==> src/rtl/tmr_pkg.sv <==
package tmr_pkg;
  localparam int DATA_W = 8;
  localparam int ADDR_W = 3;
  localparam int PRE_W  = 10;
  localparam int PWM_W  = 10;

  localparam logic [2:0] SEL_EVENT = 3'd7;

  localparam logic [ADDR_W-1:0] A_CTRL0 = 3'd0;
  localparam logic [ADDR_W-1:0] A_CTRL1 = 3'd1;
  localparam logic [ADDR_W-1:0] A_CNT0  = 3'd2;
  localparam logic [ADDR_W-1:0] A_CNT1  = 3'd3;
  localparam logic [ADDR_W-1:0] A_PER   = 3'd4;
  localparam logic [ADDR_W-1:0] A_DUTY  = 3'd5;
  localparam logic [ADDR_W-1:0] A_PEXT  = 3'd6;

  typedef enum logic [1:0] {
    MODE_INTERVAL = 2'd0,
    MODE_CAPTURE  = 2'd1,
    MODE_TOGGLE   = 2'd2,
    MODE_PWM      = 2'd3
  } tmr_mode_e;

  // control byte: chain, mode, clear, run, clock select
  typedef struct packed {
    logic      chain;
    tmr_mode_e mode;
    logic      clr;
    logic      run;
    logic [2:0] sel;
  } ctrl_t;

  // log2 of the prescaler ratio for a clock select value
  function automatic int unsigned div_shift(input logic [2:0] sel);
    case (sel)
      3'd0:    return 1;
      3'd1:    return 2;
      3'd2:    return 3;
      3'd3:    return 5;
      3'd4:    return 7;
      3'd5:    return 9;
      default: return 10;
    endcase
  endfunction

  function automatic logic [PRE_W-1:0] div_mask(input logic [2:0] sel);
    logic [31:0] m;
    m = (32'd1 << div_shift(sel)) - 32'd1;
    return m[PRE_W-1:0];
  endfunction

  // output level inside a PWM period
  function automatic logic pwm_level(input logic [PWM_W-1:0] cnt,
                                     input logic [PWM_W-1:0] duty);
    return cnt <= duty;
  endfunction
endpackage

==> src/rtl/tmr_sync_edge.sv <==
module tmr_sync_edge #(
  parameter int STAGES = 2
) (
  input  logic clk,
  input  logic rst_n,
  input  logic d,
  output logic rise
);
  logic [STAGES:0] sh;

  always_ff @(posedge clk or negedge rst_n) begin
    if (!rst_n) sh <= '0;
    else        sh <= {sh[STAGES-1:0], d};
  end

  assign rise = sh[STAGES-1] & ~sh[STAGES];

  AST_RISE_SINGLE: assert property (@(posedge clk) disable iff (!rst_n)
    rise |=> !rise);
endmodule

==> src/rtl/tmr_prescale.sv <==
module tmr_prescale
  import tmr_pkg::*;
#(
  parameter int PW = PRE_W,
  parameter int NT = 2
) (
  input  logic                 clk,
  input  logic                 rst_n,
  input  logic [NT-1:0][2:0]   sel,
  input  logic                 evt_rise,
  output logic [NT-1:0]        tick
);
  logic [PW-1:0] pre;

  always_ff @(posedge clk or negedge rst_n) begin
    if (!rst_n) pre <= '0;
    else        pre <= pre + PW'(1);
  end

  for (genvar g = 0; g < NT; g++) begin : g_tick
    logic [PW-1:0] msk;
    assign msk     = PW'(div_mask(sel[g]));
    assign tick[g] = (sel[g] == SEL_EVENT) ? evt_rise : ((pre & msk) == msk);

    AST_TICK_GAP: assert property (@(posedge clk) disable iff (!rst_n)
      tick[g] |=> (!tick[g] || !$stable(sel[g])));
  end
endmodule

==> src/rtl/tmr_pwm.sv <==
module tmr_pwm
  import tmr_pkg::*;
#(
  parameter int W = PWM_W
) (
  input  logic         clk,
  input  logic         rst_n,
  input  logic         en,
  input  logic         load,
  input  logic [W-1:0] duty_m,
  input  logic [W-1:0] cnt,
  output logic         level
);
  logic [W-1:0] duty_s;

  always_ff @(posedge clk or negedge rst_n) begin
    if (!rst_n)    duty_s <= '0;
    else if (load) duty_s <= duty_m;
  end

  assign level = en & pwm_level(PWM_W'(cnt), PWM_W'(duty_s));

  AST_DUTY_HELD: assert property (@(posedge clk) disable iff (!rst_n)
    !load |=> $stable(duty_s));
endmodule

==> src/rtl/tmr_pair.sv <==
module tmr_pair
  import tmr_pkg::*;
#(
  parameter int DW = DATA_W,
  parameter int AW = ADDR_W,
  parameter int PW = PRE_W,
  parameter int MW = PWM_W
) (
  input  logic          clk,
  input  logic          rst_n,
  input  logic          wr_en,
  input  logic [AW-1:0] wr_addr,
  input  logic [DW-1:0] wr_data,
  input  logic [AW-1:0] rd_addr,
  output logic [DW-1:0] rd_data,
  input  logic          evt_in,
  input  logic          cap_in,
  output logic          out_pin,
  output logic          irq0,
  output logic          irq1
);
  localparam int NT    = 2;
  localparam int CW    = 2 * DW;
  localparam int EXT_W = MW - DW;

  ctrl_t             c0, c1;
  logic [DW-1:0]     lim0, lim1, per_lo, duty_lo;
  logic [2*EXT_W-1:0] pext;
  logic [DW-1:0]     cnt0, cnt1;
  logic [CW-1:0]     cap_q;
  logic              cmp_q;

  // bus decode
  logic wr_c0, wr_c1, clr0, clr1;
  assign wr_c0 = wr_en && (wr_addr == A_CTRL0);
  assign wr_c1 = wr_en && (wr_addr == A_CTRL1);
  assign clr0  = wr_c0 && wr_data[4];
  assign clr1  = wr_c1 && wr_data[4];

  always_ff @(posedge clk or negedge rst_n) begin
    if (!rst_n) begin
      c0 <= '0; c1 <= '0; lim0 <= '0; lim1 <= '0;
      per_lo <= '0; duty_lo <= '0; pext <= '0;
    end else if (wr_en) begin
      case (wr_addr)
        A_CTRL0: c0      <= ctrl_t'({wr_data[7:5], 1'b0, wr_data[3:0]});
        A_CTRL1: c1      <= ctrl_t'({wr_data[7:5], 1'b0, wr_data[3:0]});
        A_CNT0:  lim0    <= wr_data;
        A_CNT1:  lim1    <= wr_data;
        A_PER:   per_lo  <= wr_data;
        A_DUTY:  duty_lo <= wr_data;
        A_PEXT:  pext    <= wr_data[2*EXT_W-1:0];
        default: ;
      endcase
    end
  end

  // mode decode
  logic pwm_on, tgl_on, cap_on, joined;
  assign pwm_on = (c0.mode == MODE_PWM);
  assign tgl_on = (c0.mode == MODE_TOGGLE);
  assign cap_on = (c0.mode == MODE_CAPTURE);
  assign joined = c0.chain || pwm_on;

  // tick sources
  logic evt_rise, cap_rise;
  logic [NT-1:0]      tick;
  logic [NT-1:0][2:0] sel_v;
  assign sel_v = {c1.sel, c0.sel};

  tmr_sync_edge #(.STAGES(2)) u_evt (.clk(clk), .rst_n(rst_n), .d(evt_in), .rise(evt_rise));
  tmr_sync_edge #(.STAGES(2)) u_cap (.clk(clk), .rst_n(rst_n), .d(cap_in), .rise(cap_rise));

  tmr_prescale #(.PW(PW), .NT(NT)) u_pre (
    .clk(clk), .rst_n(rst_n), .sel(sel_v), .evt_rise(evt_rise), .tick(tick)
  );

  // step and match events, brought out for checking
  logic run_a, run_b, step_a, step_b, hit_a, hit_b;
  logic [CW-1:0] cnt16, lim16, per16;
  logic [MW-1:0] duty_m;
  assign cnt16  = {cnt1, cnt0};
  assign lim16  = {lim1, lim0};
  assign per16  = CW'({pext[2*EXT_W-1:EXT_W], per_lo});
  assign duty_m = {pext[EXT_W-1:0], duty_lo};

  assign run_a  = c0.run && !clr0;
  assign run_b  = joined ? run_a : (c1.run && !clr1);
  assign step_a = run_a && tick[0];
  assign step_b = joined ? step_a : (run_b && tick[1]);
  assign hit_a  = step_a && (pwm_on   ? (cnt16 >= per16) :
                             c0.chain ? (cnt16 == lim16) : (cnt0 == lim0));
  assign hit_b  = !joined && step_b && (cnt1 == lim1);

  // counters
  always_ff @(posedge clk or negedge rst_n) begin
    if (!rst_n) begin
      cnt0 <= '0;
      cnt1 <= '0;
    end else if (joined) begin
      if (!run_a || hit_a) {cnt1, cnt0} <= '0;
      else if (step_a)     {cnt1, cnt0} <= cnt16 + CW'(1);
    end else begin
      if (!run_a || hit_a) cnt0 <= '0;
      else if (step_a)     cnt0 <= cnt0 + DW'(1);
      if (!run_b || hit_b) cnt1 <= '0;
      else if (step_b)     cnt1 <= cnt1 + DW'(1);
    end
  end

  // interrupts, capture and toggle output
  logic cap_take;
  assign cap_take = cap_on && cap_rise;

  always_ff @(posedge clk or negedge rst_n) begin
    if (!rst_n) begin
      irq0  <= 1'b0;
      irq1  <= 1'b0;
      cap_q <= '0;
      cmp_q <= 1'b0;
    end else begin
      irq0 <= hit_a;
      irq1 <= hit_b;
      if (cap_take) cap_q <= cnt16;
      if (!tgl_on)    cmp_q <= 1'b0;
      else if (hit_a) cmp_q <= ~cmp_q;
    end
  end

  logic pwm_lvl;
  tmr_pwm #(.W(MW)) u_pwm (
    .clk(clk), .rst_n(rst_n), .en(pwm_on), .load(hit_a && pwm_on),
    .duty_m(duty_m), .cnt(cnt16[MW-1:0]), .level(pwm_lvl)
  );

  assign out_pin = pwm_on ? pwm_lvl : cmp_q;

  // read port
  always_comb begin
    case (rd_addr)
      A_CTRL0: rd_data = c0;
      A_CTRL1: rd_data = c1;
      A_CNT0:  rd_data = cap_on ? cap_q[DW-1:0]  : cnt0;
      A_CNT1:  rd_data = cap_on ? cap_q[CW-1:DW] : cnt1;
      A_PER:   rd_data = per_lo;
      A_DUTY:  rd_data = duty_lo;
      A_PEXT:  rd_data = DW'(pext);
      default: rd_data = '0;
    endcase
  end

  AST_STOPPED_ZERO: assert property (@(posedge clk) disable iff (!rst_n)
    !c0.run |=> (cnt0 == '0));
  AST_CLEAR_ZERO: assert property (@(posedge clk) disable iff (!rst_n)
    clr0 |=> (cnt0 == '0));
  AST_MATCH_WRAP: assert property (@(posedge clk) disable iff (!rst_n)
    hit_a |=> (cnt0 == '0 && irq0));
  AST_B_QUIET_CHAINED: assert property (@(posedge clk) disable iff (!rst_n)
    joined |=> !irq1);
  AST_TOGGLE_FLIP: assert property (@(posedge clk) disable iff (!rst_n)
    (tgl_on && hit_a) |=> (cmp_q != $past(cmp_q)));
  AST_CAPTURE_HELD: assert property (@(posedge clk) disable iff (!rst_n)
    !cap_take |=> $stable(cap_q));
endmodule

==> config.mk <==
export PLATFORM = sky130hd
export DESIGN_NAME = tmr_pair
export DESIGN_NICKNAME = d
export VERILOG_FILES = /design/src/rtl/tmr_pkg.sv /design/src/rtl/tmr_sync_edge.sv /design/src/rtl/tmr_prescale.sv /design/src/rtl/tmr_pwm.sv /design/src/rtl/tmr_pair.sv
export SDC_FILE = /design/constraint.sdc
export NUM_CORES = 1
export LEC_CHECK = 0
export BUFFER_PORTS_ARGS = -buffer_cell sky130_fd_sc_hd__buf_2
export CAP_MARGIN = 30
export CORE_AREA = 2 2 122 153
export DETAILED_ROUTE_END_ITERATION = 12
export DIE_AREA = 0 0 124 155
export PLACE_DENSITY = 0.48
export SLEW_MARGIN = 30
export SYNTH_ARGS = -nofsm -noshare
export SYNTH_HDL_FRONTEND = slang
export SYNTH_HIERARCHICAL = 1
export SYNTH_SLANG_ARGS = --single-unit
==> constraint.sdc <==
create_clock -name clk -period 2.6 [get_ports clk]
set_input_delay 0.52 -clock clk [delete_from_list [all_inputs] [get_ports clk]]
set_output_delay 0.52 -clock clk [all_outputs]
set_load 0.01 [all_outputs]
# Word-level counts from Yosys, hierarchy flattened
# Index checks and enable logic that the tools add are counted.
# word_totals
register_bits,111
input_bits,19
output_inout_bits,11
elab_cells,134
# op_classes
n_addsub,6
order_cmp,2
n_eq_ne,34
n_shift,2
muxes,24
bitwise_logic,8
n_reduce_logical,35
# op_table
operator,n
$mux 8,12
$pmux 8 s7,1
$pmux 4 s6,2
$eq 3x3->1 const B,12
$eq 3x2->1 const B,8
$and 10x10->10,2
$eq 10x10->1,2
$shl 1x4->10 const A,2
$sub 10x1->10 const B,2
$add 16x1->16 const B,1
$add 8x1->8 const B,2
$eq 16x16->1,1
$eq 8x8->1,2
$ge 16x10->1,1
$reduce_and 2->1,8
$logic_and 1x1->1,13
$eq 3x1->1 const B,4
$logic_not 3->1,4
$add 10x1->10 const B,1
$le 10x10->1,1
$mux 1,9
$logic_not 1->1,5
$eq 2x2->1 const B,2
$and 1x1->1,3
other kinds (7),11

# Depth between registers and ports, before layout
# Gate-level depths: netlist (run 1).
# logic_depth
depth_word,14
mapped_depth,13
depth_no_buf,12

# Hierarchy
# Netlist (run 1), hierarchy kept.
# modules_own_cells
module,instances,cells_per_inst,area_per_inst_um2,seq_area_each_um2
tmr_pair,1,390,4595.7,2127.0
tmr_prescale,1,82,732.0,250.2
tmr_pwm,1,68,614.3,250.2
tmr_sync_edge,2,4,88.8,75.1

# Worst setup path after synthesis (run 1)
# OpenSTA, ideal clock, no wires.
# synth_path
path_type,reg-to-reg
from,reg c0[2] in the netlist's numbering
to,reg cnt1[4]
setup_ps,87
t_arrival_ps,2631
required_ps,2513
path_slack_ps,-117
stages_incl_launch_ff,14
n_path_buf,1
period_less_slack_ps,2717
cell_sequence,dfrtp_1 buf_2 or3_1 ha_1 and2b_4 o211ai_1 o2bb2a_4 nor4_2 inv_1 and2_4 a2bb2oi_4 and3_4 a31oi_1 a211oi_2
# synth_via
elab_chain_len,14
word_cells_on_any_way,26
classes_between,add/sub (1); eq/ne (8); shift (1); mux (6); bitwise (1); reduce/logical (9)
# synth_lines
element,line,source
from (decl),tmr_pair.sv:26,"ctrl_t c0, c1;"
from (signal assigned),tmr_pair.sv:46,"A_CTRL0: c0 <= ctrl_t'({wr_data[7:5], 1'b0, wr_data[3:0]});"
"$eq 3x3->1, or another cell as far along",tmr_pkg.sv:35,case (sel)
$pmux 4 s6,tmr_pkg.sv:35,
$shl 1x4->10,tmr_pkg.sv:48,m = (32'd1 << div_shift(sel)) - 32'd1;
$sub 10x1->10,tmr_pkg.sv:48,
$and 10x10->10,tmr_prescale.sv:23,assign tick[g] = (sel[g] == SEL_EVENT) ? evt_rise : ((pre & msk) == msk);
$eq 10x10->1,tmr_prescale.sv:23,
$mux 1 *,tmr_prescale.sv:23,
net tick[0],tmr_pair.sv:67,logic [NT-1:0] tick;
$logic_and 1x1->1 *,tmr_pair.sv:89,assign step_a = run_a && tick[0];
$mux 1,tmr_pair.sv:90,assign step_b = joined ? step_a : (run_b && tick[1]);
$logic_and 1x1->1 (2 in a row),tmr_pair.sv:93,assign hit_b = !joined && step_b && (cnt1 == lim1);
$logic_or 1x1->1,tmr_pair.sv:106,if (!run_b || hit_b) cnt1 <= '0;
$reduce_bool 3->1 (no line) / $mux 8 (equally long branches),--,
$reduce_and 2->1 (no line) / $mux 8 (equally long branches),--,
to (signal assigned),tmr_pair.sv:102,"else if (step_a) {cnt1, cnt0} <= cnt16 + CW'(1);"
to (signal assigned),tmr_pair.sv:107,else if (step_b) cnt1 <= cnt1 + DW'(1);
to (decl),tmr_pair.sv:29,"logic [DW-1:0] cnt0, cnt1;"
# The timed path passes the listed nets; every way through them passes the cells marked *.
# A chain may end at the register's enable or synchronous reset.

# Worst setup path in the final report (run 1)
# layout_path
from,reg c0[1] in the netlist's numbering
to,reg cnt1[6]
# Same word-level chain as after synthesis.

==> results of run 1 <==
## final cells by class
cell class / instances / area share [%]
inverter: 38 / 1.89
sequential: 111 / 37.0
tap: 228 / 3.79
clock buffer: 11 / 3.22
multi-input combinational: 376 / 44.0
clock inverter: 5 / 1.05
timing repair buffer: 95 / 9.03
## stage by stage
| stage | TNS [ps] | instances | power [W] |
|---|---|---|---|
| after CTS | -3880 | 851 | 0.00526 |
| after floorplan | 0 | 549 | 0.00314 |
| after global placement | -1750 | 835 | 0.00365 |
| after detailed placement | -3630 | 835 | 0.00368 |
| after global routing | -5900 | 864 | 0.00568 |
| final | -2590 | 864 | 0.00537 |
## state kept, by name, indices dropped and copies added, names as in the netlist
signal,flops
u_pwm/duty_s,10
per_lo,8
cmp_q,1
lim0,8
c1,7
cap_q,16
u_pre/pre,10
pext,4
cnt0,8
u_evt/sh,3
cnt1,8
duty_lo,8
c0,7
irq1,1
u_cap/sh,3
lim1,8
irq0,1
## per-layer routing
layer | routed length, µm | GRT usage, % | up-vias
met4 | 429 | 7.17 | 0
li1 | - | - | 2134
met2 | 9110 | 33.2 | 75
met3 | 443 | 2.27 | 24
met5 | 0 | 0 | -
met1 | 7170 | 23.6 | 2346
## cells in the final DEF (no fill, tap or decap), types with 6 or more instances in the layout
master / n
buf_2: 28
nor3_2: 6
buf_4: 62
dfrtp_2: 8
nand3_1: 13
mux4_2: 11
mux2i_1: 7
xor2_1: 25
dfrtp_1: 103
nor2_1: 23
mux2_2: 58
inv_1: 37
ha_1: 20
a21oi_1: 11
xnor2_1: 6
nand2_1: 35
and3_1: 8
o21ai_0: 24
o21a_1: 6
nand4_1: 8
clkbuf_16: 9
## power by group through the flow
| stage | clock network, W | logic (W) | registers [W] |
|---|---|---|---|
| floorplan | 0 | 0.000960 | 0.00218 |
| finish | 0.00152 | 0.00163 | 0.00221 |
| global route | 0.00163 | 0.00180 | 0.00225 |
| global placement | 0 | 0.00141 | 0.00224 |
| detailed placement | 0 | 0.00144 | 0.00224 |
| CTS | 0.00156 | 0.00150 | 0.00221 |
## cells in the mapped netlist (all sizes together) (6+ instances only)
library cell  number  area (µm²)
buf               12        73.8
nor3              11        70.1
xnor2              6        52.6
nand2b             8        50.1
nand2             37         139
o21a               6        45.0
a31oi              8        50.1
nand3             15        80.1
clkbuf            12        45.0
nand4              8        50.1
nor4               6        43.8
dfrtp            111        2780
a21oi             15        78.8
ha                25         313
and3              10        67.6
mux2              59         664
mux4              11         248
o21ai             26         130
xor2              25         219
nor2b              6        52.6
inv               38         143
nor2              24        92.6
mux2i              7        70.1
## kinds of logic after synthesis
family / synth area share (%)
buffers and inverters: 4.27
AOI/OAI and AO/OA: 11.2
xor gates and xnor gates: 4.44
and+or+nand+nor: 13.5
DFF: 45.4
adders and majority gates: 5.11
muxes: 16.1
other: 0.0613
## what timing repair did
action	4_1_cts	5_1_grt
pin swaps	6	10
resized for setup	16	29
endpoints found under the setup margin	30	31
buffers inserted	0	13
## how the worst min path moves through the flow
stage / start / end / slack, ps
after global routing: rst_n / cap_q[7] / 210
final: rst_n / cap_q[7] / 160
after CTS: rst_n / cnt1[3] / 180
after global placement: u_evt/sh[0] / u_evt/sh[1] / 330
after floorplan: rst_n / c0[0] / 220
after detailed placement: u_evt/sh[0] / u_evt/sh[1] / 340
==> metrics.md, run 1 <==
| Metric | Value |
|---|---|
| Initial DRC count | `321` |
| CP max stage delay | `380 ps` |
| Setup crit start | `c0[1]` |
| Port Buffer Count | `29` |
| CTS tree | `done` |
| Avg WL per Cell | `19.9 µm` |
| Worst hold margin | `161 ps` |
| Critical path class | `reg2reg` |
| R2r worst-path depth | `12` |
| Period utilization | `107%` |
| Clock share of power | `28.4%` |
| RSZ-0062 raised after global routing | `yes` |
| Final Critical Period | `2780 ps` |
| Post-Syn Area | `6120 µm²` |
| Final hold viol count | `0` |
| Worst-path cell chain | `or3_1 -> ha_2 -> and2b_4 -> o211ai_1 -> o2bb2a_4 -> nor4_4 -> inv_2 -> and2_4 -> a2bb2oi_4 -> and3_4 -> and3_1 -> a211oi_2` |
| Slowest CP cell | `or3_1` |
| Ports | `30` |
| Layout area overhead | `23.0%` |
| Global Route Usage Sum | `19.0%` |
| Rows | `55` |
| Sequential power share | `41.2%` |
| Clock root cell | `clkbuf_16` |
| Vias | `4579` |
| Final core area utilization | `42.1%` |
| Post-DP HPWL | `12.8 mm` |
| First-pass GRT wire length | `27.1 mm` |
| Levels on crit path | `12` |
| DRT Pass-1 Iters | `4` |
| VDD IR max | `418 µV` |
| Reg2Reg Setup Slack | `-180 ps` |
| WL final | `17.2 mm` |
| Core ar. | `17900 µm²` |
| HP Class | `in2async` |
| Synth Register Bits | `111` |
| DRC Markers | `0` |
| Buf/Inv on CP | `1` |
| Post-synth EDFFs | `0` |
| Worst Tran Pin Value | `745 ps` |
| Failing checks | `negative setup slack` |
| Slew headroom | `50.2%` |
| Final setup violation count | `26` |
| Pre-CTS setup slack | `-255 ps` |
| Via density | `5.30` |
| Critical path peak fanout | `5` |
| R2R Path End | `cnt1[6]` |
| Htree depth | `3` |
| Cell Int Power | `0.00366 W` |
| Largest net degree at the start of global routing | `47` |
| DP Area | `6890 µm²` |
| Clock Pin Slew Worst Setup and Hold Paths | `70 ps` |
| Clock buffer depth | `2` |
| Register area share after synthesis | `45.4%` |
| Final setup margin | `-183 ps` |
| CTS Buf Count | `9` |
| Die W | `124 µm` |
| CTS hold repair buffers | `0` |
| Fin. max-slew vios | `0` |
| Post-route cell area | `7530 µm²` |
| Max-cap violations | `0` |
| Worst Path Required | `2840 ps` |
| Synth Flop Type | `dfrtp_1` |
| Status | `finished with violations` |
| Footprint of the multi-input gates | `3310 µm²` |
| Mapped Cells | `548` |
| Fmax | `0.359 GHz` |
| Worst setup EP type | `flop` |
| Die height | `155 µm` |
| Clk Latency, worst-skew pair | `360 ps` |
| Final #Nets | `675` |
| Register area | `2790 µm²` |
| Leak Pwr | `3.41 nW` |
| Die area | `19200 µm²` |
| Critical Path Source Type | `flop` |
| Yosys cell types | `68` |
| Initial antenna violation count | `0` |
| Yosys warnings | `6` |
| Sinks on Clock Net | `111` |
| Routability cong. | `0.828` |
| Diodes inserted | `0` |
| Average cell area after synthesis | `11.2 µm²` |
| Pwr dens | `713 nW/µm²` |
| Critical Path AT | `3030 ps` |
| Fillers | `1750` |
| Psw | `0.00171 W` |
| Vias in the first global route | `4753` |
| Setup Skew | `6.03 ps` |
| Initial Utilization | `34.2%` |
| Delay-heaviest family, CP | `simple AND/OR/NAND/NOR gates` |
| Combinational power share | `30.5%` |
| Post-route ant nets | `0` |
| CP endpoint | `cnt1[6]` |
| Ys async rst share | `100%` |
| Switch share | `31.8%` |
| Layout cells sized above 1 | `37.9%` |
| Worst R2R Start | `c0[1]` |
| GRT overflow | `0` |
Power figures use the tool's default switching activity.
==> run 2: changes to the inputs <==
--- a/config.mk
+++ b/config.mk
@@ -11,6 +11,7 @@
 export DETAILED_ROUTE_END_ITERATION = 12
 export DIE_AREA = 0 0 124 155
 export PLACE_DENSITY = 0.48
+export SKIP_CTS_REPAIR_TIMING = 1
 export SLEW_MARGIN = 30
 export SYNTH_ARGS = -nofsm -noshare
 export SYNTH_HDL_FRONTEND = slang
==> metrics.md, run 2 (synthesized netlist as in run 1, its figures left out) <==
| Metric | Value |
|---|---|
| Sequential power share | `42.1% (+0.9 points)` |
| Initial DRC count | `335 (+4.4%)` |
| Clock root cell | `clkbuf_16` |
| Via density | `5.35 (+0.92%)` |
| DP Area | `6890 µm² (unchanged)` |
| Clock buffer depth | `2 (unchanged)` |
| Rows | `55 (unchanged)` |
| Slew headroom | `50.5% (+0.29 points)` |
| Core ar. | `17900 µm² (unchanged)` |
| Final #Nets | `663 (-1.8%)` |
| Layout area overhead | `19.8%` |
| Clock Pin Slew Worst Setup and Hold Paths | `70 ps (about the same)` |
| Switch share | `31.6% (-0.16 points)` |
| Worst Tran Pin Value | `740 ps (-4.31 ps)` |
| Final setup violation count | `28 (+7.7%)` |
| Die W | `124 µm (unchanged)` |
| Footprint of the multi-input gates | `3220 µm² (-2.8%)` |
| Largest net degree at the start of global routing | `47 (unchanged)` |
| Critical Path Source Type | `flop` |
| Fmax | `0.358 GHz (-0.49%)` |
| Initial antenna violation count | `0 (unchanged)` |
| Top reg by flops | `cap_q` |
| Diodes inserted | `0 (unchanged)` |
| Clk Latency, worst-skew pair | `360 ps (about the same)` |
| CTS Buf Count | `9 (unchanged)` |
| Die height | `155 µm (unchanged)` |
| Failing checks | `negative setup slack` |
| DRC Markers | `0 (unchanged)` |
| Register area | `2780 µm² (-0.27%)` |
| Clock share of power | `29.0% (+0.6 points)` |
| Pwr dens | `715 nW/µm² (+0.24%)` |
| Avg WL per Cell | `19.9 µm (+0.35%)` |
| Fin. max-slew vios | `0 (unchanged)` |
| Post-DP HPWL | `12.8 mm (unchanged)` |
| Status | `finished with violations` |
| DRT Pass-1 Iters | `4 (unchanged)` |
| VDD IR max | `409 µV (-2.3%)` |
| Setup Skew | `6.18 ps (+0.151 ps)` |
| Power, Total | `0.00524 W (-2.4%)` |
| Global Route Usage Sum | `18.8% (-0.12 points)` |
| CTS tree | `done` |
| RSZ-0062 raised after global routing | `yes` |
| Commonest non-fill, non-tap cell in the layout | `dfrtp_1` |
| Leak Pwr | `3.35 nW (-1.8%)` |
| First-pass GRT wire length | `26.9 mm (-0.79%)` |
| Cell Int Power | `0.00358 W (-2.1%)` |
| Fillers | `1765 (+0.86%)` |
| Ports | `30 (unchanged)` |
| Worst hold margin | `156 ps (-4.35 ps)` |
| Final Critical Period | `2800 ps (+13.8 ps)` |
| Final hold viol count | `0 (unchanged)` |
| Layout cells sized above 1 | `33.8% (-4.1 points)` |
| Worst Path Required | `2880 ps (+40 ps)` |
| Setup TNS | `-2420 ps (+172 ps)` |
| Psw | `0.00166 W (-2.9%)` |
| Critical Path AT | `3070 ps (+40 ps)` |
| WL final | `17.0 mm (-1.0%)` |
| Die area | `19200 µm² (unchanged)` |
| Routability cong. | `0.828 (unchanged)` |
| GRT overflow | `0 (unchanged)` |
| Final setup margin | `-197 ps (-13.8 ps)` |
| Port Buffer Count | `29 (unchanged)` |
| Period utilization | `108% (+0.53 points)` |
| Sinks on Clock Net | `111 (unchanged)` |
| Most frequent cells in the layout | `dfrtp_1 (109), mux2_2 (59), buf_4 (51)` |
| Critical path peak fanout | `5 (unchanged)` |
| Htree depth | `3 (unchanged)` |
| Worst setup EP type | `flop` |
| Combinational power share | `28.9% (-1.6 points)` |
| Max-cap violations | `0 (unchanged)` |
| Post-route ant nets | `0 (unchanged)` |
| Vias | `4557 (-0.48%)` |
| Critical path class | `reg2reg` |
| Final core area utilization | `41.0% (-1.1 points)` |
| Largest registers | `cap_q (16), u_pre/pre (10), u_pwm/duty_s (10)` |
| Vias in the first global route | `4734 (-0.40%)` |
| Max reg flops | `16 (unchanged)` |
| Initial Utilization | `34.2% (unchanged)` |
| Post-route cell area | `7330 µm² (-2.6%)` |
| HP Class | `in2async` |
-- run 2: cell count changes in the layout (fill, tap and decap cells not counted), moves of 3 or more --
| cell | delta |
|---|---|
| dfrtp_2 | -6 |
| dfrtp_1 | +6 |
| ha_1 | +4 |
| buf_4 | -11 |
| a21oi_2 | -3 |
| ha_4 | -4 |
| a21oi_1 | +3 |
-- run 2: cell type report --
cell class | instances | area share, %
Timing Repair Buffer | 83 | 7.99
Tap cell | 228 | 3.89
Sequential cell | 111 | 37.9
Clock buffer | 11 | 3.31
Inverter | 38 | 1.95
Multi-Input combinational cell | 376 | 43.9
Clock inverter | 5 | 1.08
-- run 2: worst max-delay path, stage by stage, from the launching register on --
cell,delay [ps]
dfrtp_1,370
or3_1,380
ha_2,220
buf_4,140
buf_4,130
nor2_2,70
nand3_1,90
a31oi_2,260
nor4_4,80
inv_2,130
and2_4,170
a2bb2oi_4,60
and3_4,210
and3_1,190
a211oi_2,210
-- run 2: power groups by stage --
stage / Combinational [W] / Sequential, W / Clock, W
after floorplan: 0.000960 / 0.00218 / 0
after global placement: 0.00141 / 0.00224 / 0
after detailed placement: 0.00144 / 0.00224 / 0
after CTS: 0.00145 / 0.00221 / 0.00156
after global routing: 0.00167 / 0.00224 / 0.00162
final: 0.00151 / 0.00221 / 0.00152
-- run 2: stage by stage --
step | std cells | setup slack [ps]
3_5_place_dp | 835 | -255
6_report | 852 | -197
3_3_place_gp | 835 | -146
4_1_cts | 851 | -265
5_1_grt | 852 | -299
2_1_floorplan | 549 | 9.38
-- run 2: final timing paths --
path | from | endpoint | slack, ps | cells after the start
min | rst_n | cap_q[7] | 160 | 1
min in group clk | evt_in | u_evt/sh[0] | 260 | 1
max in group asynchronous | rst_n | cnt0[7] | 1690 | 2
max reg2reg | c0[1] | cnt1[4] | -200 | 14
max | c0[1] | cnt1[4] | -200 | 14
min reg2reg | u_evt/sh[0] | u_evt/sh[1] | 350 | 0
-- run 2: routing by layer --
layer / vias to the layer above / global-route usage (%) / share of wire, %
met2: 100 / 32.8 / 52
met3: 33 / 2.16 / 3.3
met1: 2308 / 23.5 / 42
met4: 0 / 7.60 / 3.1
met5: - / 0 / 0
li1: 2116 / - / -
